$ cat src/rtl/wf_pkg.sv
package wf_pkg;
  localparam int unsigned LINK_N = 4;
  localparam int unsigned PORT_N = LINK_N + 1;

  // link indices (busy/fault vectors); port index = link index + 1
  localparam int unsigned LNK_E = 0;
  localparam int unsigned LNK_W = 1;
  localparam int unsigned LNK_N = 2;
  localparam int unsigned LNK_S = 3;

  localparam int unsigned PRT_LOCAL = 0;

  typedef logic [LINK_N-1:0] link_vec_t;
  typedef logic [PORT_N-1:0] port_vec_t;

  typedef struct packed {
    logic ahead;   // destination coordinate larger
    logic behind;  // destination coordinate smaller
  } axis_rel_t;
endpackage

$ cat src/rtl/wf_axis_cmp.sv
module wf_axis_cmp #(
  parameter int unsigned W = 4
) (
  input  logic [W-1:0]      dst_i,
  input  logic [W-1:0]      cur_i,
  output wf_pkg::axis_rel_t rel_o
);
  // direct magnitude compare, no subtraction and no sign bit
  always_comb begin
    rel_o.ahead  = dst_i > cur_i;
    rel_o.behind = dst_i < cur_i;
  end
endmodule

$ cat src/rtl/wf_cand_mask.sv
module wf_cand_mask
  import wf_pkg::*;
(
  input  axis_rel_t x_rel_i,
  input  axis_rel_t y_rel_i,
  input  link_vec_t busy_i,
  input  link_vec_t fault_i,
  output logic      at_dest_o,
  output link_vec_t cand_o,
  output link_vec_t usable_o,
  output link_vec_t free_o
);
  always_comb begin
    at_dest_o = !(x_rel_i.ahead | x_rel_i.behind | y_rel_i.ahead | y_rel_i.behind);
    cand_o = '0;
    if (x_rel_i.behind) begin
      // westward hops come first: nothing else is eligible
      cand_o[LNK_W] = 1'b1;
    end else begin
      cand_o[LNK_E] = x_rel_i.ahead;
      cand_o[LNK_N] = y_rel_i.ahead;
      cand_o[LNK_S] = y_rel_i.behind;
    end
    usable_o = cand_o & ~fault_i;
    free_o   = usable_o & ~busy_i;
  end
endmodule

$ cat src/rtl/wf_prio_pick.sv
module wf_prio_pick #(
  parameter int unsigned N = 4
) (
  input  logic [N-1:0] req_i,
  output logic [N-1:0] gnt_o
);
  // lowest index wins; prefix chain built per bit
  logic [N:0] seen;
  assign seen[0] = 1'b0;
  for (genvar i = 0; i < N; i++) begin : g_bit
    assign gnt_o[i]  = req_i[i] & ~seen[i];
    assign seen[i+1] = seen[i] | req_i[i];
  end
endmodule

$ cat src/rtl/wf_port_select.sv
module wf_port_select
  import wf_pkg::*;
#(
  parameter int unsigned COORD_W = 4
) (
  input  logic               clk,
  input  logic               rst,
  input  logic               req_i,
  input  logic [COORD_W-1:0] dst_x_i,
  input  logic [COORD_W-1:0] dst_y_i,
  input  logic [COORD_W-1:0] cur_x_i,
  input  logic [COORD_W-1:0] cur_y_i,
  input  logic [3:0]         busy_i,
  input  logic [3:0]         fault_i,
  output logic [4:0]         port_o,
  output logic               sel_valid_o,
  output logic               unroutable_o
);
  axis_rel_t x_rel, y_rel;
  logic      at_dest;
  link_vec_t cand, usable, free, pick;
  port_vec_t port_d;
  logic      valid_d, unr_d;

  wf_axis_cmp #(.W(COORD_W)) u_cmp_x (.dst_i(dst_x_i), .cur_i(cur_x_i), .rel_o(x_rel));
  wf_axis_cmp #(.W(COORD_W)) u_cmp_y (.dst_i(dst_y_i), .cur_i(cur_y_i), .rel_o(y_rel));

  wf_cand_mask u_mask (
    .x_rel_i  (x_rel),
    .y_rel_i  (y_rel),
    .busy_i   (busy_i),
    .fault_i  (fault_i),
    .at_dest_o(at_dest),
    .cand_o   (cand),
    .usable_o (usable),
    .free_o   (free)
  );

  // link order E,W,N,S: W is never in free together with others,
  // so lowest-index-first yields east > north > south
  wf_prio_pick #(.N(LINK_N)) u_pick (.req_i(free), .gnt_o(pick));

  always_comb begin
    port_d  = '0;
    valid_d = 1'b0;
    unr_d   = 1'b0;
    if (req_i) begin
      if (at_dest) begin
        port_d[PRT_LOCAL] = 1'b1;
        valid_d           = 1'b1;
      end else if (usable == '0) begin
        unr_d = 1'b1;
      end else if (free != '0) begin
        port_d  = {pick, 1'b0};
        valid_d = 1'b1;
      end
      // otherwise: healthy candidates all busy -> wait
    end
  end

  always_ff @(posedge clk) begin
    if (rst) begin
      port_o       <= '0;
      sel_valid_o  <= 1'b0;
      unroutable_o <= 1'b0;
    end else begin
      port_o       <= port_d;
      sel_valid_o  <= valid_d;
      unroutable_o <= unr_d;
    end
  end

  // ---------------- assertions ----------------
  assert_onehot_R13: assert property (@(posedge clk) disable iff (rst)
    sel_valid_o |-> $countones(port_o) == 1);

  assert_idle_port_R13: assert property (@(posedge clk) disable iff (rst)
    !sel_valid_o |-> port_o == '0);

  assert_unr_excl_R12: assert property (@(posedge clk) disable iff (rst)
    unroutable_o |-> !sel_valid_o);

  assert_west_first_R5: assert property (@(posedge clk) disable iff (rst)
    (sel_valid_o && (port_o[1] || port_o[3] || port_o[4])) |->
      !$past(dst_x_i < cur_x_i));

  assert_link_ok_R9: assert property (@(posedge clk) disable iff (rst)
    sel_valid_o |-> ((($past(busy_i) | $past(fault_i)) & port_o[4:1]) == 4'b0));

  assert_local_R4: assert property (@(posedge clk) disable iff (rst)
    (sel_valid_o && port_o[0]) |->
      $past(dst_x_i == cur_x_i && dst_y_i == cur_y_i));

  assert_no_req_R2: assert property (@(posedge clk) disable iff (rst)
    !$past(req_i) |-> (!sel_valid_o && !unroutable_o));
endmodule

$ cat config.mk
export PLATFORM = sky130hd
export DESIGN_NAME = wf_port_select
export DESIGN_NICKNAME = d
export VERILOG_FILES = /design/src/rtl/wf_pkg.sv /design/src/rtl/wf_axis_cmp.sv /design/src/rtl/wf_cand_mask.sv /design/src/rtl/wf_prio_pick.sv /design/src/rtl/wf_port_select.sv
export SDC_FILE = /design/constraint.sdc
export NUM_CORES = 1
export LEC_CHECK = 0
export BUFFER_PORTS_ARGS = -buffer_cell sky130_fd_sc_hd__buf_2
export CAP_MARGIN = 10
export CORE_AREA = 4 4 41 43
export DETAILED_ROUTE_END_ITERATION = 7
export DIE_AREA = 0 0 45 47
export MAX_ROUTING_LAYER = met4
export PLACE_DENSITY = 0.77
export REMOVE_ABC_BUFFERS = 1
export SYNTH_ARGS = -nofsm -noshare
export SYNTH_HDL_FRONTEND = slang
export SYNTH_SLANG_ARGS = --single-unit
export TNS_END_PERCENT = 10
$ cat constraint.sdc
create_clock -name clk -period 2.7 [get_ports clk]
set_clock_uncertainty 0.05 [all_clocks]
set_input_delay 0.135 -clock clk [delete_from_list [all_inputs] [get_ports clk]]
set_output_delay 0.135 -clock clk [all_outputs]
set_load 0.02 [all_outputs]
# == Word-level counts from Yosys, hierarchy flattened ==
# Cells that the tools add are included.
# word_totals
word_cells,40
ff_bits,7
out_inout_bits,7
# op_classes
n_reduce_logical,5
magnitude_cmp,4
muxes,9
n_bitwise,18
# op_table
cell,n
4-bit AND,2
4-bit > comparator,2
4-bit < comparator,2
1-bit 2-to-1 mux,8
4-bit inverter,2
1-bit inverter,6
1-bit OR,5
5-bit OR reduction,1
4-bit zero test,1
4-bit nonzero test,1
1-bit AND,3
3-bit OR reduction,1
2-bit 2-to-1 mux,1
2-bit OR reduction,1

# == Logic depth before layout (Yosys ltp) ==
# Gate-level depths: netlist of run 1.
# logic_depth
word_depth,8
ltp_mapped,7
depth_no_buf,7

# == Cells and area by module ==
# Synthesis of run 1 repeated with hierarchy kept, for this count alone.
# hier_totals
cells_unflattened,68
hier_area_um2,680.7
# modules_own_cells
module,cells_per_inst,n_inst,area_each_um2,seq_area_each_um2
wf_port_select,20,1,242.7,140.1
wf_axis_cmp,15,2,113.9,0.0
wf_cand_mask,14,1,173.9,0.0
wf_prio_pick,4,1,36.3,0.0

# == Worst setup path after synthesis of run 1 ==
# Ideal clock, no wire load.
# synth_timing
path_type,input to register
from,input port cur_y_i[1]
to,register port_o[4]
t_arrival_ns,1.427
setup_ns,0.087
cell_stages,7
slack_ns,1.136
required_time_ns,2.563
cell_sequence,inv_1 ha_1 nand2b_1 a21oi_1 nand2b_1 or4b_4 nor4b_2
# synth_between
elab_chain_len,7
elab_cells_between_ends,15
# synth_lines
item,line,source
"start, declared",wf_port_select.sv:12,"input logic [COORD_W-1:0] cur_y_i,"
4-bit > comparator / 4-bit < comparator (equally long branches),"wf_axis_cmp.sv:10, wf_axis_cmp.sv:11",
2-bit 2-to-1 mux,wf_cand_mask.sv:16,if (x_rel_i.behind) begin
4-bit AND,wf_cand_mask.sv:24,usable_o = cand_o & ~fault_i;
4-bit AND,wf_cand_mask.sv:25,free_o = usable_o & ~busy_i;
4-bit nonzero test / 1-bit OR (equally long branches),"wf_port_select.sv:53, wf_prio_pick.sv:12",
1-bit inverter (on tied branches),--,
5-bit OR reduction (no line) / 1-bit AND (equally long branches),--,
"end signal, assigned",wf_port_select.sv:67,port_o <= port_d;
"end, declared",wf_port_select.sv:15,"output logic [4:0] port_o,"
# Parallel ways exist; a longest one is shown, timed or not.
# A chain may end at the register's enable or synchronous reset.

# == Worst setup path in the final report of run 1 ==
# layout_timing
from,input port dst_y_i[3]
to,register sel_valid_o
# layout_between
elab_chain_len,8
elab_cells_between_ends,12
# layout_lines
item,line,source
"start, declared",wf_port_select.sv:10,"input logic [COORD_W-1:0] dst_y_i,"
4-bit > comparator / 4-bit < comparator (equally long branches),"wf_axis_cmp.sv:10, wf_axis_cmp.sv:11",
2-bit 2-to-1 mux,wf_cand_mask.sv:16,
4-bit AND,wf_cand_mask.sv:24,
4-bit AND,wf_cand_mask.sv:25,
4-bit nonzero test,wf_port_select.sv:53,end else if (free != '0) begin
1-bit 2-to-1 mux,wf_port_select.sv:53,
1-bit 2-to-1 mux,wf_port_select.sv:51,end else if (usable == '0) begin
1-bit 2-to-1 mux (*),wf_port_select.sv:48,if (at_dest) begin
"end signal, assigned",wf_port_select.sv:68,sel_valid_o <= valid_d;
"end, declared",wf_port_select.sv:16,"output logic sel_valid_o,"
# Mark *: on every way between the ends. The rest lies on a longest branch, timed or not.

==> reports/qor.csv, run 1 <==
metric;value;unit
status;finished, final reports clean;
I/O pins;34;
syn_area_per_cell;9.00;um2
CP arrival;1.60;ns
die area;0.00212;mm2
Initial Utilization;0.422;
row cnt;13;
share of cells above drive strength 1;0.449;
sequential cell area fraction in the yosys report;0.255;
Detail Route Antenna Nets;0;
top sig layer;met4;
area leader, netlist;dfxtp_1;
DRC;0;
final WL;1160;um
Max Cap Viol;0;
DR vias;545;
data required time of the worst path;2.82;ns
fmax;675;MHz
DR WL/cell;10.2;um
postcts setup bufs;0;
setup violation total in the final timing report;0;
final core utilization;0.584;
CTS tree;yes;
Setup CP Type;input port to flip-flop;
final total power;290;uW
TritonCTS Sinks;7;
largest family of logic cells by synthesized area;simple AND/OR/NAND/NOR gates;
post-route setup TNS;0;ns
PortBufs;33;
flops & latches, synth;7;
DR vias/cell;4.82;
met1 WL;463;um
Clock Tree Root;clkbuf_4;
WP buf/inv;1;
Peak VDD IR;0.156;mV
vias in the first global route;516;
Die Wd;45;um
list of most frequent post-synthesis cells;inv_1 (11), ha_1 (8), dfxtp_1 (7);
ys flop type;dfxtp_1;
worst setup path startpoint;dst_y_i[3];
gr usage total;0.121;
Crit-path slowest cell;or4b_4;
Worst-Margin Slew;0.270;ns
nets;134;
1st-iter DRT viols;7;
largest net degree at the start of global routing;7;
diode count;0;
Max FO, Critical Path;3;
htree depth;1;
HP Class;input port to flip-flop;
period utilization;0.549;
DP HPWL;1050;um
crit path launch type;input port;
ys async rst share;0;
Worst path max stage delay;0.50;ns
top-area cell type share of the netlist area;0.255;
met3 wire length;118;um
adder-cell share of the synthesized area;0.182;
simple-gate share of the synthesized area;0.276;
Worst Setup End Kind;flip-flop;
hold slack;0.0141;ns
Layout Area Growth over Synthesis;38.3;%
Slew Limit Fails;0;
TritonRoute pass-1 iters;2;
CTS Hold Buffers Added;0;
cell family with most CP delay;simple AND/OR/NAND/NOR gates;
mux cell area share after synthesis;0.0387;
core area;0.00130;mm2
number of flops mapped to enable cells by yosys;0;
number of fill cells;133;
Slew headroom;0.819;
height of the die;47;um
leak pwr;0.000408;uW
Reg clk slew, reported paths;0.05;ns
initial antenna violation count;0;
fin cells;113;
dpl cells;109;
Power Density;382;mW/mm2
first-pass GRT wire length;1790;um
CTS resizes;0;
GP Congestion;0.701;
Num CTS Buffers;3;
Crit path depth;6;
synth warn;0;
Mapped Cells;61;
Congestion Overflow GR;0;
XOR/XNOR Fraction of Synth Area;0;
Setup crit end;sel_valid_o$_SDFF_PP0_;
area occupied by multi-input gates;368;um2
post-synthesis compound-gate area fraction;0.173;
crit-path cells;buf_2 -> ha_1 -> a21oi_1 -> nand2b_1 -> or4b_4 -> a41oi_1;
Post-Syn Area;549;um2
RSZ-0062 raised after global routing;no;
crit path time final;1.48;ns
metal2 WL;550;um
FF+latch area;140;um2
most frequent cell after synthesis;inv_1;
Yosys cell types;26;
Hold Fails Final Rpt;0;
Bufs on Longest Clock Path;2;
synth top area cells;dfxtp_1 (26%), ha_1 (18%), inv_1 (7.5%), nand2b_1 (4.6%), o211ai_4 (3.9%);
## cell type report
class                      instances  share of cell area
sequential                         7               0.185
inverter                          11              0.0544
multi-input combinational         43               0.484
clock buffer                       4              0.0346
tap                               15              0.0247
timing repair buffer              33               0.217
## flip-flops by register name (all words and copies together), names as in the netlist
register      flops
port_o            5
sel_valid_o       1
unroutable_o      1
## worst min-delay path by stage
stage                          start                    to  slack [ns]  cells past startpoint
final                      busy_i[1]  port_o[2]$_SDFF_PP0_        0.01                      2
after global routing       busy_i[1]  port_o[2]$_SDFF_PP0_        0.02                      2
after CTS                  busy_i[1]  port_o[2]$_SDFF_PP0_        0.01                      2
after detailed placement   busy_i[1]  port_o[2]$_SDFF_PP0_        0.28                      2
after global placement     busy_i[1]  port_o[2]$_SDFF_PP0_        0.27                      2
after floorplan           fault_i[1]  port_o[2]$_SDFF_PP0_        0.16                      1
## per-stage QoR
step / setup WS [ns] / area [um2]
floorplan: 1.14 / 549
global placement: 0.969 / 733
detailed placement: 0.954 / 733
CTS: 1.20 / 759
global route: 1.12 / 759
finish: 1.22 / 759
## power by group
part | leakage, uW | switching (uW) | internal (uW) | total, uW
clock network | 0.0000150 | 38.7 | 56.4 | 95.1
registers | 0.0000567 | 0.504 | 106 | 107
logic | 0.000336 | 45.0 | 43.4 | 88.4
total | 0.000408 | 84.1 | 206 | 290
## per-layer routing
metal / track usage / vias up
li1: - / 292
met1: 0.114 / 225
met2: 0.215 / 26
met3: 0.0153 / 2
met4: 0.105 / 0
met5: - / -
## cells in the final DEF, fill, tap and decap left out, drive strengths merged
| cell type | Yosys | layout |
|---|---|---|
| or4b | 1 | 1 |
| buf | 0 | 33 |
| inv | 11 | 11 |
| mux2 | 1 | 1 |
| o211ai | 3 | 3 |
| clkbuf | 0 | 4 |
| nor3b | 1 | 1 |
| a41oi | 1 | 1 |
| a211oi | 1 | 1 |
| nand4 | 2 | 2 |
| nor4 | 1 | 1 |
| nor2 | 3 | 3 |
| nor3 | 1 | 1 |
| nor2b | 3 | 3 |
| a311oi | 1 | 1 |
| a21bo | 1 | 1 |
| mux2i | 1 | 1 |
| ha | 8 | 8 |
| nand3 | 2 | 2 |
| nor4b | 1 | 1 |
| nand2b | 4 | 4 |
| a21oi | 4 | 4 |
| nand2 | 3 | 3 |
| dfxtp | 7 | 7 |
## logic make-up (layout without fill, tap and decap cells)
kind of cell / after synthesis / count (layout)
flip-flops: 7 / 7
buffers and inverters: 11 / 48
AO/OA/AOI/OAI: 11 / 11
adder cells (fa/ha/maj): 8 / 8
multiplexers: 2 / 2
AND/OR/NAND/NOR: 22 / 22
No activity file was read; power rests on OpenSTA's default activity.
==> run 2, diff against run 1 <==
- ABC_AREA: not set -> 1
- CORE_AREA: 4 4 41 43 -> not set
- CORE_MARGIN: not set -> 4
- CORE_UTILIZATION: not set -> 38
- DIE_AREA: 0 0 45 47 -> not set
- PLACE_DENSITY: 0.77 -> 0.74
- clock period: 2.7 -> 1.3 ns (I/O delays scaled with it)
==> run 2 against run 1 <==
- critical path depth is 4 higher
- clock power is 100% higher
- setup slack got worse by 1.0 ns
- design area is 9.7% higher
- sequential share of layout area fell by 1.6 points
- synthesized area grew 6.8%
==> reports/qor.csv, run 2 <==
metric;value;unit;change
synth warn;0;;unchanged
Congestion Overflow GR;0;;unchanged
WP buf/inv;2;;+1
CP arrival;1.22;ns;-0.38 ns
cell family with most CP delay;simple AND/OR/NAND/NOR gates;;
sequential cell area fraction in the yosys report;0.239;;-0.0163
number of flops mapped to enable cells by yosys;0;;unchanged
Slew headroom;0.822;;+0.00330
Post-Syn Area;587;um2;+6.8%
Yosys cell types;17;;-35%
synth top area cells;dfxtp_1 (24%), ha_1 (17%), inv_1 (16%), nand2_1 (10%), nor2_1 (6.4%);;
ys flop type;dfxtp_1;;
Die Wd;47.3;um;+5.1%
max FFs per register;5;;unchanged
Setup CP Type;input port to flip-flop;;
status;finished, final reports clean;;
Mapped Cells;86;;+41%
die area;0.00224;mm2;+5.8%
period utilization;0.870;;
flops & latches, synth;7;;unchanged
Slew Limit Fails;0;;unchanged
Peak VDD IR;0.341;mV;+120%
Bufs on Longest Clock Path;2;;unchanged
top-area cell type share of the netlist area;0.239;;-0.0163
Largest regs;port_o: 5 flops, sel_valid_o: 1 flops, unroutable_o: 1 flops;;
RSZ-0062 raised after global routing;no;;
data required time of the worst path;1.38;ns;-1.44 ns
CTS tree;yes;;
vias in the first global route;611;;+18%
crit path time final;1.13;ns;
initial antenna violation count;0;;unchanged
height of the die;47.3;um;+0.63%
diode count;0;;unchanged
crit path launch type;input port;;
syn_area_per_cell;6.82;um2;-24%
leak pwr;0.000546;uW;+34%
setup violation total in the final timing report;0;;unchanged
TritonRoute pass-1 iters;4;;+2
most frequent cell after synthesis;inv_1;;
GP Congestion;0.834;;+19%
DR vias/cell;4.54;;-5.8%
Power Density;747;mW/mm2;+95%
fmax;884;MHz;
worst setup path startpoint;dst_x_i[3];;
TritonCTS Sinks;7;;unchanged
area leader, netlist;dfxtp_1;;
nets;163;;+22%
CTS Hold Buffers Added;0;;unchanged
DR vias;645;;+18%
core area;0.00138;mm2;+6.3%
list of most frequent post-synthesis cells;inv_1 (25), nand2_1 (16), nor2_1 (10);;
first-pass GRT wire length;2170;um;+21%
Hold Fails Final Rpt;0;;unchanged
largest net degree at the start of global routing;9;;+2
post-route setup TNS;0;ns;unchanged
Crit-path slowest cell;ha_1;;
gr usage total;0.138;;+0.0172
final total power;622;uW;+110%
Reg clk slew, reported paths;0.05;ns;about the same
ys async rst share;0;;unchanged
Clock Tree Root;clkbuf_4;;
DP HPWL;1170;um;+11%
DR WL/cell;8.77;um;-14%
Layout Area Growth over Synthesis;42.0;%;
htree depth;1;;unchanged
Max FO, Critical Path;8;;+5
Worst-Margin Slew;0.266;ns;-0.00410 ns
largest register by flop count;port_o;;
HP Class;input port to flip-flop;;
commonest non-fill, non-tap cell in the layout;buf_2;;
crit-path cells;buf_2 -> ha_1 -> a21oi_2 -> nand2_4 -> nand3_2 -> nand2_1 -> inv_2 -> nand3_2 -> nand2_2 -> nand2_1;;
Max Cap Viol;0;;unchanged
row cnt;13;;unchanged
Hold Startpoint;busy_i[2];;
I/O pins;34;;unchanged
most frequent cells in the layout;buf_2 (33), inv_1 (25), nand2_1 (16), nor2_1 (9), ha_1 (8);;
Initial Utilization;0.424;;+0.00232
postcts setup bufs;0;;unchanged
Worst path max stage delay;0.32;ns;-0.18 ns
share of cells above drive strength 1;0.425;;-0.0238
Num CTS Buffers;3;;unchanged
1st-iter DRT viols;7;;unchanged
final WL;1250;um;+7.6%
Detail Route Antenna Nets;0;;unchanged
Worst Setup End Kind;flip-flop;;
PortBufs;33;;unchanged
DRC;0;;unchanged
run 2: final cells by class:
class | instances | area [um2]
inverter | 27 | 103
clock buffer | 4 | 26.3
multi-input combinational | 52 | 350
tap | 15 | 18.8
timing repair buffer | 37 | 195
sequential | 7 | 140
fill | 119 | 549
run 2: worst min-delay path, delay by kind of cell:
family / cells / cell delay [ns]
AND/OR/NAND/NOR: 2 / 0.12
buffers and inverters: 2 / 0.13
run 2: per-stage QoR:
step	hold slack [ns]	util	instances	cell area [um2]	setup slack, ns
after CTS	0.0642	0.598	142	827	0.156
after detailed placement	0.324	0.579	138	801	-0.103
after floorplan	0.187	-	86	587	0.105
after global placement	0.320	0.579	138	801	-0.0714
final	0.0702	0.603	142	833	0.169
after global routing	0.0959	0.603	142	833	0.0229
run 2: worst paths after layout:
path,depth (start not counted),end,slack [ns]
min,4,port_o[3]$_SDFF_PP0_,0.07
max,10,sel_valid_o$_SDFF_PP0_,0.17
run 2: repair_timing:
item                                   CTS  global route
endpoints found under the hold margin    0             0
setup endpoints to repair                0             3
gates resized for setup                  0             2
run 2: logic make-up after synthesis:
family | share of synthesized area
buffers and inverters | 0.175
adders and majority gates | 0.171
AOI/OAI and AO/OA | 0.0384
DFF | 0.239
and+or+nand+nor | 0.377
run 2: layer usage:
layer  routed length [um]  vias to the layer above  part of all wire  global-route usage
li1                     -                      342                 -                   -
met1                  451                      265              0.36               0.139
met2                  621                       34              0.50               0.257
met3                  147                        4              0.12              0.0268
met4                   26                        0             0.021              0.0497
met5                    0                        -                 0                   -
run 2: power by group:
group          internal, uW  total, uW  switching, uW
Clock                   117        190           72.9
Combinational          94.1        212            117
Sequential              220        221           1.03
